<file path="src/rtl/fpd_pkg.sv">
package fpd_pkg;
  localparam int FPD_NUM_W = 24;
  localparam int FPD_DEN_W = 8;

  typedef enum logic [1:0] {
    STEP_HOLD = 2'd0,
    STEP_ACC  = 2'd1,
    STEP_FIRE = 2'd2
  } fpd_step_e;
endpackage

</file>
<file path="src/rtl/fpd_cfg_reg.sv">
module fpd_cfg_reg #(
  parameter int NUM_W = fpd_pkg::FPD_NUM_W,
  parameter int DEN_W = fpd_pkg::FPD_DEN_W,
  localparam int REG_W = NUM_W + DEN_W
) (
  input  logic             clk,
  input  logic             rst,
  input  logic             we,
  input  logic [REG_W-1:0] wdata,
  output logic [REG_W-1:0] cfg_q,
  output logic [NUM_W-1:0] num,
  output logic [DEN_W:0]   den,
  output logic             valid
);
  logic [NUM_W-1:0] w_num;
  logic [DEN_W:0]   w_den;

  assign w_num = wdata[REG_W-1:DEN_W];
  assign w_den = {1'b0, wdata[DEN_W-1:0]} + {{DEN_W{1'b0}}, 1'b1};

  always_ff @(posedge clk) begin
    if (rst) begin
      cfg_q <= '0;
      valid <= 1'b0;
    end else if (we) begin
      cfg_q <= wdata;
      valid <= (w_num != '0) &&
               ({{(NUM_W-DEN_W-1){1'b0}}, w_den} <= w_num);
    end
  end

  assign num = cfg_q[REG_W-1:DEN_W];
  assign den = {1'b0, cfg_q[DEN_W-1:0]} + {{DEN_W{1'b0}}, 1'b1};

  // the register shows the written word one cycle after the write
  assert_cfg_load_R2: assert property (@(posedge clk) disable iff (rst)
    $past(we) |-> cfg_q == $past(wdata));
endmodule

</file>
<file path="src/rtl/fpd_accum.sv">
module fpd_accum #(
  parameter int NUM_W = fpd_pkg::FPD_NUM_W,
  parameter int DEN_W = fpd_pkg::FPD_DEN_W,
  localparam int ACC_W = NUM_W + 1
) (
  input  logic             clk,
  input  logic             rst,
  input  logic             restart,
  input  logic             step_en,
  input  logic             valid,
  input  logic [NUM_W-1:0] num,
  input  logic [DEN_W:0]   den,
  output logic             fire_q
);
  import fpd_pkg::*;

  logic [NUM_W-1:0] acc;
  logic [ACC_W-1:0] den_x;
  logic [ACC_W-1:0] num_x;
  logic [ACC_W-1:0] sum;
  logic [ACC_W-1:0] rem;
  fpd_step_e        step;

  assign den_x = {{(ACC_W-DEN_W-1){1'b0}}, den};
  assign num_x = {1'b0, num};
  assign sum   = {1'b0, acc} + den_x;
  assign rem   = sum - num_x;

  always_comb begin
    if (!(step_en && valid))
      step = STEP_HOLD;
    else if (sum >= num_x)
      step = STEP_FIRE;
    else
      step = STEP_ACC;
  end

  always_ff @(posedge clk) begin
    if (rst || restart) begin
      acc    <= '0;
      fire_q <= 1'b0;
    end else begin
      fire_q <= (step == STEP_FIRE);
      case (step)
        STEP_FIRE: acc <= rem[NUM_W-1:0];
        STEP_ACC:  acc <= sum[NUM_W-1:0];
        default:   acc <= acc;
      endcase
    end
  end

  // ---- checker state: enabled steps since last fire ----
  logic [ACC_W-1:0] gap;
  logic [ACC_W-1:0] gap_n;
  logic             seen;
  logic [ACC_W-1:0] q_lo;
  logic [ACC_W-1:0] q_hi;

  assign gap_n = gap + {{(ACC_W-1){1'b0}}, 1'b1};
  assign q_lo  = num_x / den_x;
  assign q_hi  = (num_x + den_x - {{(ACC_W-1){1'b0}}, 1'b1}) / den_x;

  always_ff @(posedge clk) begin
    if (rst || restart) begin
      gap  <= '0;
      seen <= 1'b0;
    end else if (step == STEP_FIRE) begin
      gap  <= '0;
      seen <= 1'b1;
    end else if (step == STEP_ACC) begin
      gap  <= gap_n;
    end
  end

  // accumulator never holds a full period's worth
  assert_acc_bound_R3: assert property (@(posedge clk) disable iff (rst)
    valid |-> ({1'b0, acc} < num_x));

  assert_interval_R4: assert property (@(posedge clk) disable iff (rst)
    (step == STEP_FIRE && seen) |-> (gap_n >= q_lo && gap_n <= q_hi));

  assert_first_fire_R5: assert property (@(posedge clk) disable iff (rst)
    (step == STEP_FIRE && !seen) |-> gap_n == q_hi);

  assert_frozen_R7: assert property (@(posedge clk) disable iff (rst)
    ($past(!step_en) && !$past(restart)) |-> ($stable(acc) && !fire_q));
endmodule

</file>
<file path="src/rtl/frac_period_div.sv">
module frac_period_div #(
  parameter int NUM_W = fpd_pkg::FPD_NUM_W,
  parameter int DEN_W = fpd_pkg::FPD_DEN_W,
  localparam int REG_W = NUM_W + DEN_W
) (
  input  logic             clk,
  input  logic             rst,
  input  logic             cfg_we,
  input  logic [REG_W-1:0] cfg_wdata,
  input  logic             run_en,
  output logic [REG_W-1:0] cfg_q,
  output logic             smp_strobe
);
  logic [NUM_W-1:0] num;
  logic [DEN_W:0]   den;
  logic             valid;

  fpd_cfg_reg #(.NUM_W(NUM_W), .DEN_W(DEN_W)) u_cfg (
    .clk   (clk),
    .rst   (rst),
    .we    (cfg_we),
    .wdata (cfg_wdata),
    .cfg_q (cfg_q),
    .num   (num),
    .den   (den),
    .valid (valid)
  );

  fpd_accum #(.NUM_W(NUM_W), .DEN_W(DEN_W)) u_acc (
    .clk     (clk),
    .rst     (rst),
    .restart (cfg_we),
    .step_en (run_en),
    .valid   (valid),
    .num     (num),
    .den     (den),
    .fire_q  (smp_strobe)
  );

  // a strobe only follows an enabled, non-write edge
  assert_strobe_src_R8: assert property (@(posedge clk) disable iff (rst)
    smp_strobe |-> ($past(run_en) && !$past(cfg_we)));

  // degenerate ratios never strobe
  assert_no_strobe_R6: assert property (@(posedge clk) disable iff (rst)
    smp_strobe |-> (cfg_q[REG_W-1:DEN_W] != '0 &&
      {1'b0, cfg_q[REG_W-1:DEN_W]} >=
      {{(NUM_W-DEN_W){1'b0}}, {1'b0, cfg_q[DEN_W-1:0]} + {{DEN_W{1'b0}}, 1'b1}}));

  assert_restart_R5: assert property (@(posedge clk) disable iff (rst)
    $past(cfg_we) |-> !smp_strobe);

  assert_reset_R1: assert property (@(posedge clk)
    $past(rst) |-> (!smp_strobe && cfg_q == '0));
endmodule

</file>
<file path="config.mk">
export PLATFORM = sky130hd
export DESIGN_NAME = frac_period_div
export DESIGN_NICKNAME = d
export VERILOG_FILES = /design/src/rtl/fpd_pkg.sv /design/src/rtl/fpd_cfg_reg.sv /design/src/rtl/fpd_accum.sv /design/src/rtl/frac_period_div.sv
export SDC_FILE = /design/constraint.sdc
export NUM_CORES = 1
export LEC_CHECK = 0
export ABC_AREA = 1
export BUFFER_PORTS_ARGS = -buffer_cell sky130_fd_sc_hd__clkbuf_2
export CORE_MARGIN = 2
export CORE_UTILIZATION = 32
export CTS_CLUSTER_SIZE = 20
export DETAILED_ROUTE_END_ITERATION = 10
export HOLD_SLACK_MARGIN = 0.1
export SYNTH_ARGS = -nofsm -noshare
export SYNTH_HDL_FRONTEND = slang
export SYNTH_HIERARCHICAL = 1
export SYNTH_SLANG_ARGS = --single-unit
</file>
<file path="constraint.sdc">
create_clock -name clk -period 10 [get_ports clk]
set_input_delay 0 -clock clk [delete_from_list [all_inputs] [get_ports clk]]
set_output_delay 0 -clock clk [all_outputs]
set_load 0.01 [all_outputs]
</file>
==> key figures, run 1 <==
Status
  – Status: finished clean

Power and ir drop
  – Peak VDD IR: 99.2 uV
  – Design Power: 0.797 mW
  – Power density over cell area: 115 nW/um^2
  – Pleak: 3.90 nW

Placement
  – Place WS: 5.58 ns
  – GPL Wtd Cong: 0.923
  – I/O Buffers: 68
  – Post-DP HPWL: 15300 um
  – Placed Cells: 1239

Synthesis
  – Ys Warns: 6
  – Post-Synthesis Cells: 985
  – Synthesized cell area: 6000 um^2
  – Yosys cell types: 39
  – Syn_nets: 1067
  – Yosys reg bits: 58
  – Syn_area_per_cell: 6.09 um^2
  – Area share of the largest cell type after synthesis: 19.3%
  – Largest cells by area after synthesis: dfxtp_1, nand2_1, inv_1
  – Register area share after synthesis: 19.3%
  – Largest area contributor in the netlist: dfxtp_1

Worst setup path
  – Delay of the slowest cell on the worst path: 0.40 ns
  – CP required: 10.23 ns
  – Cell chain of the critical path: nand3_1 -> nor2_1 -> nand4_1 -> xor2_1 -> ha_1 -> nand2_1 -> nor2_1 -> inv_1 -> nor2_1 -> nand2_1 -> nand2_1 -> xor2_1 -> ha_1 -> nand2_1 -> inv_1 -> nand2_1 -> nor2_1 -> a21oi_1 -> nand3_2 -> nor2_8 -> nand2_4 -> and3_1 -> nand2_2 -> nand2_2
  – CP arrival: 4.71 ns
  – Worst Setup Start Kind: register
  – Setup Crit Path Kind: reg2reg
  – Worst path bufs/invs: 2
  – Crit path max-delay family: simple AND/OR/NAND/NOR gates
  – Worst path most repeated cell: nand2_1
  – Crit path max fanout: 25
  – Slowest CP cell: dfxtp_1
  – Crit end category: register

Timing
  – Worst slew margin: 38.3%
  – Hold Vio Cnt, Final: 0
  – Max Clock Freq: 0.223 GHz
  – Clock Skews: 0.00724 ns
  – Final min period: 4.48 ns
  – Final Worst Setup Slack: 5.52 ns
  – Final setup viols: 0
  – Final period util: 44.8%
  – RSZ-0062 raised after global routing: no
  – Fin. max-slew vios: 0
  – Post-route setup TNS: 0 ns
  – Slew @ Worst Pin: 0.925 ns

Finish
  – Number of diodes: 0
  – # nets final: 1129
  – Layout cell share with drive strength beyond 1: 12.8%
  – Multi-input gate area: 3890 um^2
  – # fillers: 1984
  – Post-route insts no fill: 1286
  – FF+latch area: 1160 um^2
  – Area delta synth->final: 15.8%

Die
  – Rows: 50
  – Die height: 141 um
  – Core box area: 18600 um^2
  – Die Width: 141 um
  – IO Count: 69
  – Initial Util: 32.3%
  – Die Area: 19900 um^2

Drt
  – WL/cell: 14.6 um
  – Vias post-DR: 6236
  – Antenna-violating nets left: 0
  – Total wire length: 18800 um
  – Initial DRC count: 509
  – Residual DRC count: 0
  – Routed vias/inst: 4.85
  – First drt pass iteration count: 5

Clocking
  – Post-CTS Hold Fix Bufs: 31
  – Post_cts resized: 0
  – CTS clk-pin slew, worst paths: 0.05 ns
  – CTS tree: built
  – Root Buffer: clkbuf_16
  – TritonCTS Buffers: 9
  – Clk_lat worst skew: 0.33 ns
  – Max clock buf depth: 2
  – Setup bufs post-CTS: 0
  – H-tree depth: 3
  – Sink Count: 58

GRT
  – GRT Total Usage: 18.9%
  – GRT busiest layer: met2
  – First-pass GRT wire length: 29700 um
  – GR Util met3: 3.16%
  – Vias in the first global route: 5849
  – M1 GR Usage: 24.6%
  – GR met2 Demand/Resource: 30.7%
  – Pin count of the biggest net entering global routing: 51
  – Initial antenna violation count: 0
  – Aggregate global routing overflow: 0

Hold path
  – Worst hold path type: in2reg

Flow run
  – Max Cap Viol: 0
-- flip-flops by register name, summed over array words and instances, names as in the netlist --
name and flops:
u_cfg/cfg_q 32, u_acc/fire_q 1, u_acc/acc 24, u_cfg/valid 1
-- cells by family after synthesis --
family	synth area share, %
simple gates	40.8
buf+inv	15.8
compound gates	8.82
flops	19.3
fa+ha+maj	9.84
xor+xnor	5.40
-- synthesized netlist by cell type --
| cell | number |
|---|---|
| a21oi_2 | 1 |
| ha_1 | 44 |
| o21ai_0 | 13 |
| and3_2 | 1 |
| nand2_2 | 15 |
| nor2_8 | 1 |
| buf_6 | 5 |
| nor3_1 | 4 |
| nand2_4 | 3 |
| o21ai_1 | 1 |
| clkbuf_1 | 9 |
| nand3b_4 | 1 |
| nand3_1 | 86 |
| or2_2 | 2 |
| nor2_1 | 87 |
| buf_4 | 27 |
| nand3_2 | 7 |
| nand4_1 | 40 |
| o21bai_1 | 6 |
| buf_2 | 6 |
| nor2_2 | 10 |
| and3_1 | 1 |
| a211oi_1 | 19 |
| buf_1 | 2 |
| nand2_1 | 275 |
| nand3b_1 | 2 |
| a21oi_1 | 48 |
| nor4_1 | 1 |
| inv_2 | 5 |
| dfxtp_1 | 58 |
| fa_1 | 2 |
| inv_1 | 158 |
| xnor2_1 | 8 |
| nor3_2 | 2 |
| nor2_4 | 2 |
| clkinv_1 | 1 |
| xor2_1 | 29 |
| a21o_1 | 1 |
| a21boi_0 | 2 |
-- power breakdown --
| part | switching, mW | total [mW] | internal (mW) |
|---|---|---|---|
| clock | 0.110 | 0.335 | 0.225 |
| sequential | 0.00949 | 0.250 | 0.241 |
| combinational | 0.138 | 0.213 | 0.0748 |
| total | 0.257 | 0.797 | 0.540 |
-- layout by cell type (no fill, tap or decap), types with 15 or more instances in the layout --
cell type        n
nand2_1        275
inv_1          158
nor2_1          87
nand3_1         86
clkbuf_2        68
dfxtp_1         58
a21oi_1         48
ha_1            44
nand4_1         40
dlygate4sd3_1   31
xor2_1          29
a211oi_1        19
nand2_2         15
-- final cells by class --
class                   instances  area share (%)
repair buffers                100            9.47
clock buffers                  10            3.44
inverters                     164            8.86
flip-flops and latches         58            16.7
clock inverters                 6            1.30
multi-input cells             714            56.0
well taps                     234            4.21
-- final timing paths --
kind	from	to	slack (ns)	depth (start not counted)
worst max-delay path	u_cfg/cfg_q[2]	u_acc/acc[15]	5.52	24
worst min-delay path	cfg_wdata[3]	u_cfg/cfg_q[3]	0.16	3
worst max register to register	u_cfg/cfg_q[2]	u_acc/acc[15]	5.52	24
worst min register to register	u_cfg/cfg_q[24]	u_cfg/cfg_q[24]	0.48	2
-- per-stage QoR --
| step | cell area [um^2] | utilization (%) | hold WS (ns) |
|---|---|---|---|
| final | 6950 | 37.4 | 0.156 |
| after global routing | 6950 | 37.4 | 0.138 |
| after CTS | 6950 | 37.4 | 0.141 |
| after detailed placement | 6310 | 34.0 | 0.247 |
| after global placement | 6310 | 34.0 | 0.241 |
| after floorplan | 6000 | - | 0.133 |
-- worst reg2reg max path: cells and delay by family (launching register included) --
kind            cells  cell delay [ns]
simple gates       17             2.45
fa+ha+maj           2             0.72
xor+xnor            2             0.44
flops               1             0.40
compound gates      1             0.21
buf+inv             2             0.14
-- metal layers --
layer  part of all wire (%)  vias up
met5                      0        -
met4                    4.2        0
met3                    4.8       46
met2                     45      193
met1                     46     2755
li1                       -     3242
No activity file was read; power rests on OpenSTA's default activity.
==> run 2: changes to the inputs <==
- ABC_AREA: 1 -> 0
- clock period: 10 -> 3.99 ns (I/O delays scaled with it)
==> key figures, run 2 <==
Synthesis
  – Register area share after synthesis: 23.1% (+3.8 points)
  – Top-count cell post-synth: nor2_1
  – Number of synthesized flops with an enable pin: 0 (unchanged)
  – Largest area contributor in the netlist: dfxtp_1
  – Post-synth top cells: nor2_1, dfxtp_1, inv_1
  – Syn_nets: 694 (-35%)
  – Ys Warns: 6 (unchanged)
  – Yosys reg bits: 58 (unchanged)
  – Largest cells by area after synthesis: dfxtp_1, ha_1, mux2i_1
  – Post-Synthesis Cells: 612 (-38%)
  – Fraction of registers with async set/reset: 0% (unchanged)
  – Synthesized cell area: 5020 um^2 (-16%)
  – Syn_area_per_cell: 8.20 um^2 (+35%)
  – Synth Flop Type: dfxtp_1
  – Area share of the largest cell type after synthesis: 23.1% (+3.8 points)
  – Yosys cell types: 75 (+92%)

Finish
  – Layout cell share with drive strength beyond 1: 35.5% (+23 points)
  – Final core occ: 47.6% (+10 points)
  – Largest register by flop count: u_cfg/cfg_q
  – Top Registers: u_cfg/cfg_q (32), u_acc/acc (24)
  – Area delta synth->final: 44.6%
  – Max reg flops: 32 (unchanged)
  – Most common cell after layout, fill and taps aside: buf_4
  – Number of diodes: 0 (unchanged)
  – Commonest cells after routing, fill and taps aside: buf_4, clkbuf_2, nor2_1
  – # nets final: 877 (-22%)

Timing
  – Max Clock Freq: 0.223 GHz (about the same)
  – Final Worst Setup Slack: -0.491 ns (-6.01 ns)
  – Slew @ Worst Pin: 0.819 ns (-0.106 ns)
  – RSZ-0062 raised after global routing: yes
  – Post-route setup TNS: -10.63 ns (-10.63 ns)
  – Clock Skews: 0.00520 ns (-0.00204 ns)
  – Worst slew margin: 45.2% (+6.9 points)
  – Final period util: 112% (+67 points)
  – Hold Vio Cnt, Final: 0 (unchanged)
  – Fin. max-slew vios: 0 (unchanged)
  – Final min period: 4.48 ns (-0.000272 ns)
  – Final setup viols: 25 (+25)

Worst setup path
  – Crit end category: register
  – CP arrival: 4.76 ns (+0.05 ns)
  – Setup Crit Path Kind: reg2reg
  – Crit path max fanout: 17 (-32%)
  – Worst Setup Start Kind: register
  – R2r startpoint: u_cfg/cfg_q[0]
  – R2R depth: 21 (-13%)
  – Worst Setup SP: u_cfg/cfg_q[0]
  – CP required: 4.27 ns (-5.96 ns)

Power and ir drop
  – Power share of the sequential group: 29.8% (-1.6 points)
  – Share of total power in combinational logic: 32.7% (+6.0 points)
  – Pleak: 3.31 nW (-15%)
  – P_int: 1.46 mW (+170%)
  – Switching power: 0.651 mW (+150%)
  – Peak VDD IR: 216 uV (+120%)
  – Switching portion of total power: 30.8% (-1.4 points)
  – Clock share of power: 37.5% (-4.5 points)
  – Power density over cell area: 291 nW/um^2 (+150%)

Die
  – Rows: 45 (-10%)
  – Die Area: 16700 um^2 (-16%)
  – Die Width: 129 um (-8.3%)
  – IO Count: 69 (unchanged)
  – Initial Util: 32.9% (+0.59 points)
  – Die height: 129 um (-8.3%)
  – Core box area: 15300 um^2 (-18%)

GRT
  – Vias in the first global route: 5024 (-14%)
  – GRT Total Usage: 19.0% (+0.18 points)
  – Pin count of the biggest net entering global routing: 37 (-27%)
  – First-pass GRT wire length: 25000 um (-16%)
  – Aggregate global routing overflow: 0 (unchanged)
  – Initial antenna violation count: 0 (unchanged)

Clocking
  – Root Buffer: clkbuf_16
  – H-tree depth: 3 (unchanged)
  – Sink Count: 58 (unchanged)
  – TritonCTS Buffers: 9 (unchanged)
  – Clk_lat worst skew: 0.33 ns (about the same)
  – CTS tree: built
  – Max clock buf depth: 2 (unchanged)
  – CTS clk-pin slew, worst paths: 0.05 ns (about the same)

Placement
  – Place WS: -0.693 ns (-6.27 ns)
  – I/O Buffers: 68 (unchanged)
  – GPL Wtd Cong: 0.845 (-8.4%)
  – Post-DP HPWL: 11200 um (-27%)

Flow run
  – Max Cap Viol: 0 (unchanged)

Status
  – Violated checks: setup timing
  – Status: finished with violations

Drt
  – Vias post-DR: 5011 (-20%)
  – First drt pass iteration count: 5 (unchanged)
  – Routed vias/inst: 4.96 (+2.2%)
  – WL/cell: 15.1 um (+3.4%)
  – Antenna-violating nets left: 0 (unchanged)
  – Total wire length: 15300 um (-19%)
  – Initial DRC count: 279 (-45%)
  – Residual DRC count: 0 (unchanged)

Hold path
  – Hold_sp: run_en
  – Worst hold path type: in2reg
  – Hold path depth: 4 (+1)
run 2: changes by cell type in the layout (fill, tap and decap cells not counted), moves of 11 or more:
cell,before,now
xnor2_1,8,29
mux2i_1,0,37
nand2_1,275,30
a211oi_1,19,4
xor2_1,29,14
nor2_1,87,59
nor3_1,4,15
nand3_1,86,19
a21oi_1,48,29
nand2_2,15,3
nand4_1,40,6
inv_1,158,46
buf_4,1,105
run 2: power by group through the flow:
stage,clock [mW],combinational (mW),sequential (mW)
after detailed placement,0,0.607,0.640
after global routing,0.833,0.757,0.632
after floorplan,0,0.400,0.644
final,0.791,0.691,0.628
after CTS,0.803,0.664,0.629
after global placement,0,0.606,0.640
run 2: critical path, stage by stage (launching register included):
cell	delay [ns]
dfxtp_4	0.36
ha_4	0.17
nand3_4	0.08
nor2_4	0.04
xor2_1	0.14
ha_2	0.20
or3_4	0.39
o22a_1	0.26
a311oi_4	0.30
nor2b_4	0.10
nand4_1	0.15
xnor2_2	0.12
ha_2	0.21
a21o_1	0.20
a2111oi_4	0.35
nor3_2	0.10
a311o_1	0.31
o2111ai_4	0.29
nand2_4	0.10
buf_12	0.19
nor4_2	0.21
a311o_1	0.14
run 2: final cells by class:
cell class	instances	area, um^2
fillers	1457	8000
clock buffers	14	264
clock inverters	2	35.0
flip-flops and latches	58	1180
repair buffers	215	1580
well taps	211	264
multi-input cells	465	3760
inverters	46	173
run 2: metrics by stage:
stage	power [mW]	std cells	instance area [um^2]	hold WS, ns
after floorplan	1.04	612	5120	0.146
after global placement	1.25	943	6160	0.252
after detailed placement	1.25	943	6160	0.266
after CTS	2.10	1003	7080	0.244
after global routing	2.22	1011	7260	0.288
final	2.11	1011	7260	0.259
run 2: path summary, 6_finish.rpt:
kind,endpoint,slack (ns)
worst max register to register,u_acc/acc[13],-0.49
worst max-delay path,u_acc/acc[13],-0.49
worst min register to register,u_acc/acc[20],0.48
worst min-delay path,u_acc/acc[23],0.26
run 2: routing by layer:
metal	part of all wire, %	vias to the layer above	global-route usage (%)
li1	-	2539	-
met5	0	-	0
met3	3.3	27	3.22
met4	2.5	0	7.03
met2	49	116	34.0
met1	45	2329	22.9
run 2: logic make-up (layout without fill, tap and decap cells):
logic type	Yosys count	after routing	synth area share, %
buffers and inverters	90	277	9.22
AOI/OAI and AO/OA	130	130	19.5
muxes	40	40	7.98
DFF	58	58	23.1
adders and majority gates	46	46	11.8
and+or+nand+nor	196	197	19.3
xor gates and xnor gates	52	52	9.07
run 2: repair_timing:
item                                    in CTS  in global routing
resized for setup                           45                 23
endpoints found under the setup margin      25                 25
buffers inserted                            11                  7
gates cloned                                 0                  1
hold buffers                                33                  0
pin swaps                                   35                 12
endpoints found under the hold margin       33                  0
==> run 3: changes to the inputs <==
- GPL_TIMING_DRIVEN: not set -> 0
- SYNTH_HIERARCHICAL: 1 -> not set
==> key figures, run 3 <==
Drt
  – WL/cell: 16.2 um (+6.8%)
  – Routed vias/inst: 5.23 (+5.4%)
  – First drt pass iteration count: 5 (unchanged)
  – Initial DRC count: 233 (-16%)
  – Antenna-violating nets left: 0 (unchanged)
  – Residual DRC count: 0 (unchanged)
  – Total wire length: 14600 um (-4.6%)
  – Vias post-DR: 4719 (-5.8%)

GRT
  – Initial antenna violation count: 0 (unchanged)
  – GR Util met3: 3.53% (+0.31 points)
  – M1 GR Usage: 24.3% (+1.4 points)
  – Pin count of the biggest net entering global routing: 12 (-68%)
  – GRT Total Usage: 19.2% (+0.18 points)
  – Vias in the first global route: 4772 (-5.0%)
  – GRT busiest layer: met2
  – GR met2 Demand/Resource: 32.1% (-1.9 points)
  – Aggregate global routing overflow: 0 (unchanged)
  – First-pass GRT wire length: 23000 um (-7.8%)

Synthesis
  – Number of synthesized flops with an enable pin: 0 (unchanged)
  – Fraction of registers with async set/reset: 0% (unchanged)
  – Largest area contributor in the netlist: dfxtp_1
  – Top-count cell post-synth: nor2_1
  – Syn_nets: 662 (-4.6%)
  – Ys Warns: 0 (-6)
  – Post-Synthesis Cells: 582 (-4.9%)
  – Largest cells by area after synthesis: dfxtp_1, mux2i_1, ha_1
  – Post-synth top cells: nor2_1, dfxtp_1, mux2i_1
  – Register area share after synthesis: 25.2% (+2.0 points)
  – Area share of the largest cell type after synthesis: 25.2% (+2.0 points)
  – Yosys cell types: 51 (-32%)
  – Synth Flop Type: dfxtp_1
  – Yosys reg bits: 58 (unchanged)
  – Syn_area_per_cell: 7.93 um^2 (-3.3%)
  – Synthesized cell area: 4610 um^2 (-8.1%)

Power and ir drop
  – P_int: 1.36 mW (-6.5%)
  – Design Power: 2.07 mW (-2.1%)
  – Switching power: 0.701 mW (+7.7%)
  – Pleak: 3.01 nW (-9.1%)
  – Clock share of power: 34.8% (-2.7 points)
  – Share of total power in combinational logic: 34.7% (+2.0 points)
  – Switching portion of total power: 33.9% (+3.1 points)
  – Peak VDD IR: 221 uV (+2.3%)
  – Power share of the sequential group: 30.5% (+0.7 points)
  – Power density over cell area: 321 nW/um^2 (+10%)

Timing
  – Final min period: 4.17 ns (-0.309 ns)
  – Slew @ Worst Pin: 0.745 ns (-0.0742 ns)
  – Hold Vio Cnt, Final: 0 (unchanged)
  – Final setup viols: 24 (-4.0%)
  – Fin. max-slew vios: 0 (unchanged)
  – Clock Skews: 0.00858 ns (+0.00338 ns)
  – Post-route setup TNS: -2.98 ns (+7.65 ns)
  – Max Clock Freq: 0.240 GHz (+7.4%)
  – Worst slew margin: 50.3% (+5.1 points)
  – Final Worst Setup Slack: -0.182 ns (+0.309 ns)
  – Final period util: 105% (-7.7 points)
  – RSZ-0062 raised after global routing: yes

Finish
  – # fillers: 1349 (-7.4%)
  – Largest register by flop count: u_cfg.cfg_q
  – # nets final: 798 (-9.0%)
  – Area delta synth->final: 39.5%
  – Top Registers: u_cfg.cfg_q (32), u_acc.acc (24)
  – Max reg flops: 32 (unchanged)
  – Post-route insts no fill: 903 (-11%)
  – Commonest cells after routing, fill and taps aside: clkbuf_2, nor2_1, dfxtp_1
  – Final core occ: 46.0% (-1.6 points)
  – Number of diodes: 0 (unchanged)
  – Most common cell after layout, fill and taps aside: clkbuf_2
  – Layout cell share with drive strength beyond 1: 24.8% (-11 points)

Placement
  – Place WS: -0.771 ns (-0.0780 ns)
  – Placed Cells: 828 (-12%)
  – GPL Wtd Cong: 0.917 (+8.5%)
  – Post-DP HPWL: 10300 um (-8.0%)
  – I/O Buffers: 66 (-2.9%)

Die
  – Core box area: 14000 um^2 (-8.3%)
  – Initial Util: 33.0% (+0.097 points)
  – Die height: 124 um (-4.0%)
  – Die Width: 124 um (-4.0%)
  – Die Area: 15400 um^2 (-7.8%)
  – Rows: 43 (-4.4%)
  – IO Count: 69 (unchanged)

Clocking
  – Max clock buf depth: 2 (unchanged)
  – CTS tree: built
  – H-tree depth: 3 (unchanged)
  – TritonCTS Buffers: 9 (unchanged)
  – CTS clk-pin slew, worst paths: 0.06 ns (about the same)
  – Root Buffer: clkbuf_16
  – Clk_lat worst skew: 0.34 ns (about the same)
  – Sink Count: 58 (unchanged)

Worst setup path
  – Crit end category: register
  – R2R depth: 22 (+4.8%)
  – R2r setup slk: -0.18 ns (+0.31 ns)
  – Setup Crit Path Kind: reg2reg
  – Worst Setup SP: u_cfg.cfg_q[0]
  – CP required: 4.26 ns (about the same)
  – Worst reg2reg endpoint: u_acc.acc[18]
  – Crit path max fanout: 5 (-12)
  – CP arrival: 4.44 ns (-0.32 ns)
  – Crit path to: u_acc.acc[18]
  – Worst Setup Start Kind: register
  – R2r startpoint: u_cfg.cfg_q[0]

Hold path
  – Worst hold path type: in2reg

Status
  – Violated checks: setup timing
  – Status: finished with violations

Flow run
  – Max Cap Viol: 0 (unchanged)
run 3: changes by cell type after synthesis, moves of 6 or more:
cell / before / now
a21oi_1: 35 / 45
buf_4: 24 / 1
o21ai_0: 24 / 39
and3_1: 7 / 13
mux2i_1: 40 / 55
nor3_1: 21 / 10
buf_2: 7 / 0
run 3: layout make-up:
cell class                      instances  area [um^2]  share of cell area [%]
Clock buffer                            9          225                    3.50
Tap cell                              180          225                    3.50
Multi-Input combinational cell        460         3580                    55.7
Inverter                               45          169                    2.62
Timing Repair Buffer                  127          925                    14.4
Buffer                                 17         96.3                    1.50
Sequential cell                        58         1160                    18.1
Clock inverter                          7         46.3                   0.719
run 3: cells by family (layout without fill, tap and decap cells):
logic type               after synthesis  count (layout)  share of synthesized area [%]
AO/OA/AOI/OAI                        131             131                           17.5
XOR/XNOR                              45              45                           8.54
adder cells (fa/ha/maj)               44              44                           12.3
buffers and inverters                 64             205                           5.61
flip-flops                            58              58                           25.2
multiplexers                          55              55                           11.9
AND/OR/NAND/NOR                      185             185                           19.0
run 3: power by group through the flow:
stage	Sequential, mW	Clock (mW)	Combinational (mW)
floorplan	0.644	0	0.401
CTS	0.630	0.721	0.638
finish	0.630	0.718	0.717
detailed placement	0.641	0	0.556
global route	0.634	0.742	0.779
global placement	0.640	0	0.548
run 3: layer usage:
layer  routed length (um)  part of all wire [%]
met1                 6580                    45
met2                 6930                    47
met3                  703                   4.8
met4                  385                   2.6
met5                    0                     0
run 3: worst max-delay path: stages, from the launching register on:
cell and delay [ns]:
dfxtp_2 0.33, inv_2 0.05, ha_4 0.15, fa_2 0.34
nor2b_1 0.11, o21a_1 0.15, a31o_1 0.22, o41ai_4 0.08
buf_4 0.17, nor3b_4 0.24, buf_4 0.18, nand3_1 0.13
xnor2_2 0.21, ha_4 0.32, nand2_1 0.08, nor2_2 0.16
nand4_1 0.17, a31oi_4 0.29, nor2_4 0.07, buf_6 0.13
buf_12 0.14, mux2i_4 0.18, a211oi_2 0.17
run 3: worst min-delay path by stage:
stage | depth (start not counted) | to | from | slack, ns
2_1_floorplan | 2 | u_cfg.cfg_q[0] | cfg_wdata[0] | 0.15
3_3_place_gp | 3 | u_cfg.cfg_q[24] | cfg_wdata[24] | 0.25
3_5_place_dp | 3 | u_cfg.cfg_q[27] | cfg_wdata[27] | 0.27
4_1_cts | 2 | u_cfg.cfg_q[0] | rst | 0.16
5_1_grt | 2 | u_cfg.cfg_q[0] | rst | 0.19
6_report | 2 | u_cfg.cfg_q[0] | rst | 0.18
run 3: what timing repair did:
action | in CTS | in global routing
hold buffers | 32 | 0
endpoints found under the hold margin | 33 | 0
setup endpoints to repair | 25 | 25
pin swaps | 17 | 36
cloned | 1 | 1
resized for setup | 31 | 59
buffers inserted | 19 | 11
run 3: through the flow:
step                      area, um^2  hold WS (ns)
after floorplan                 4610         0.147
after global placement          5170         0.250
after detailed placement        5170         0.265
after CTS                       6050         0.159
after global routing            6430         0.189
final                           6430         0.178
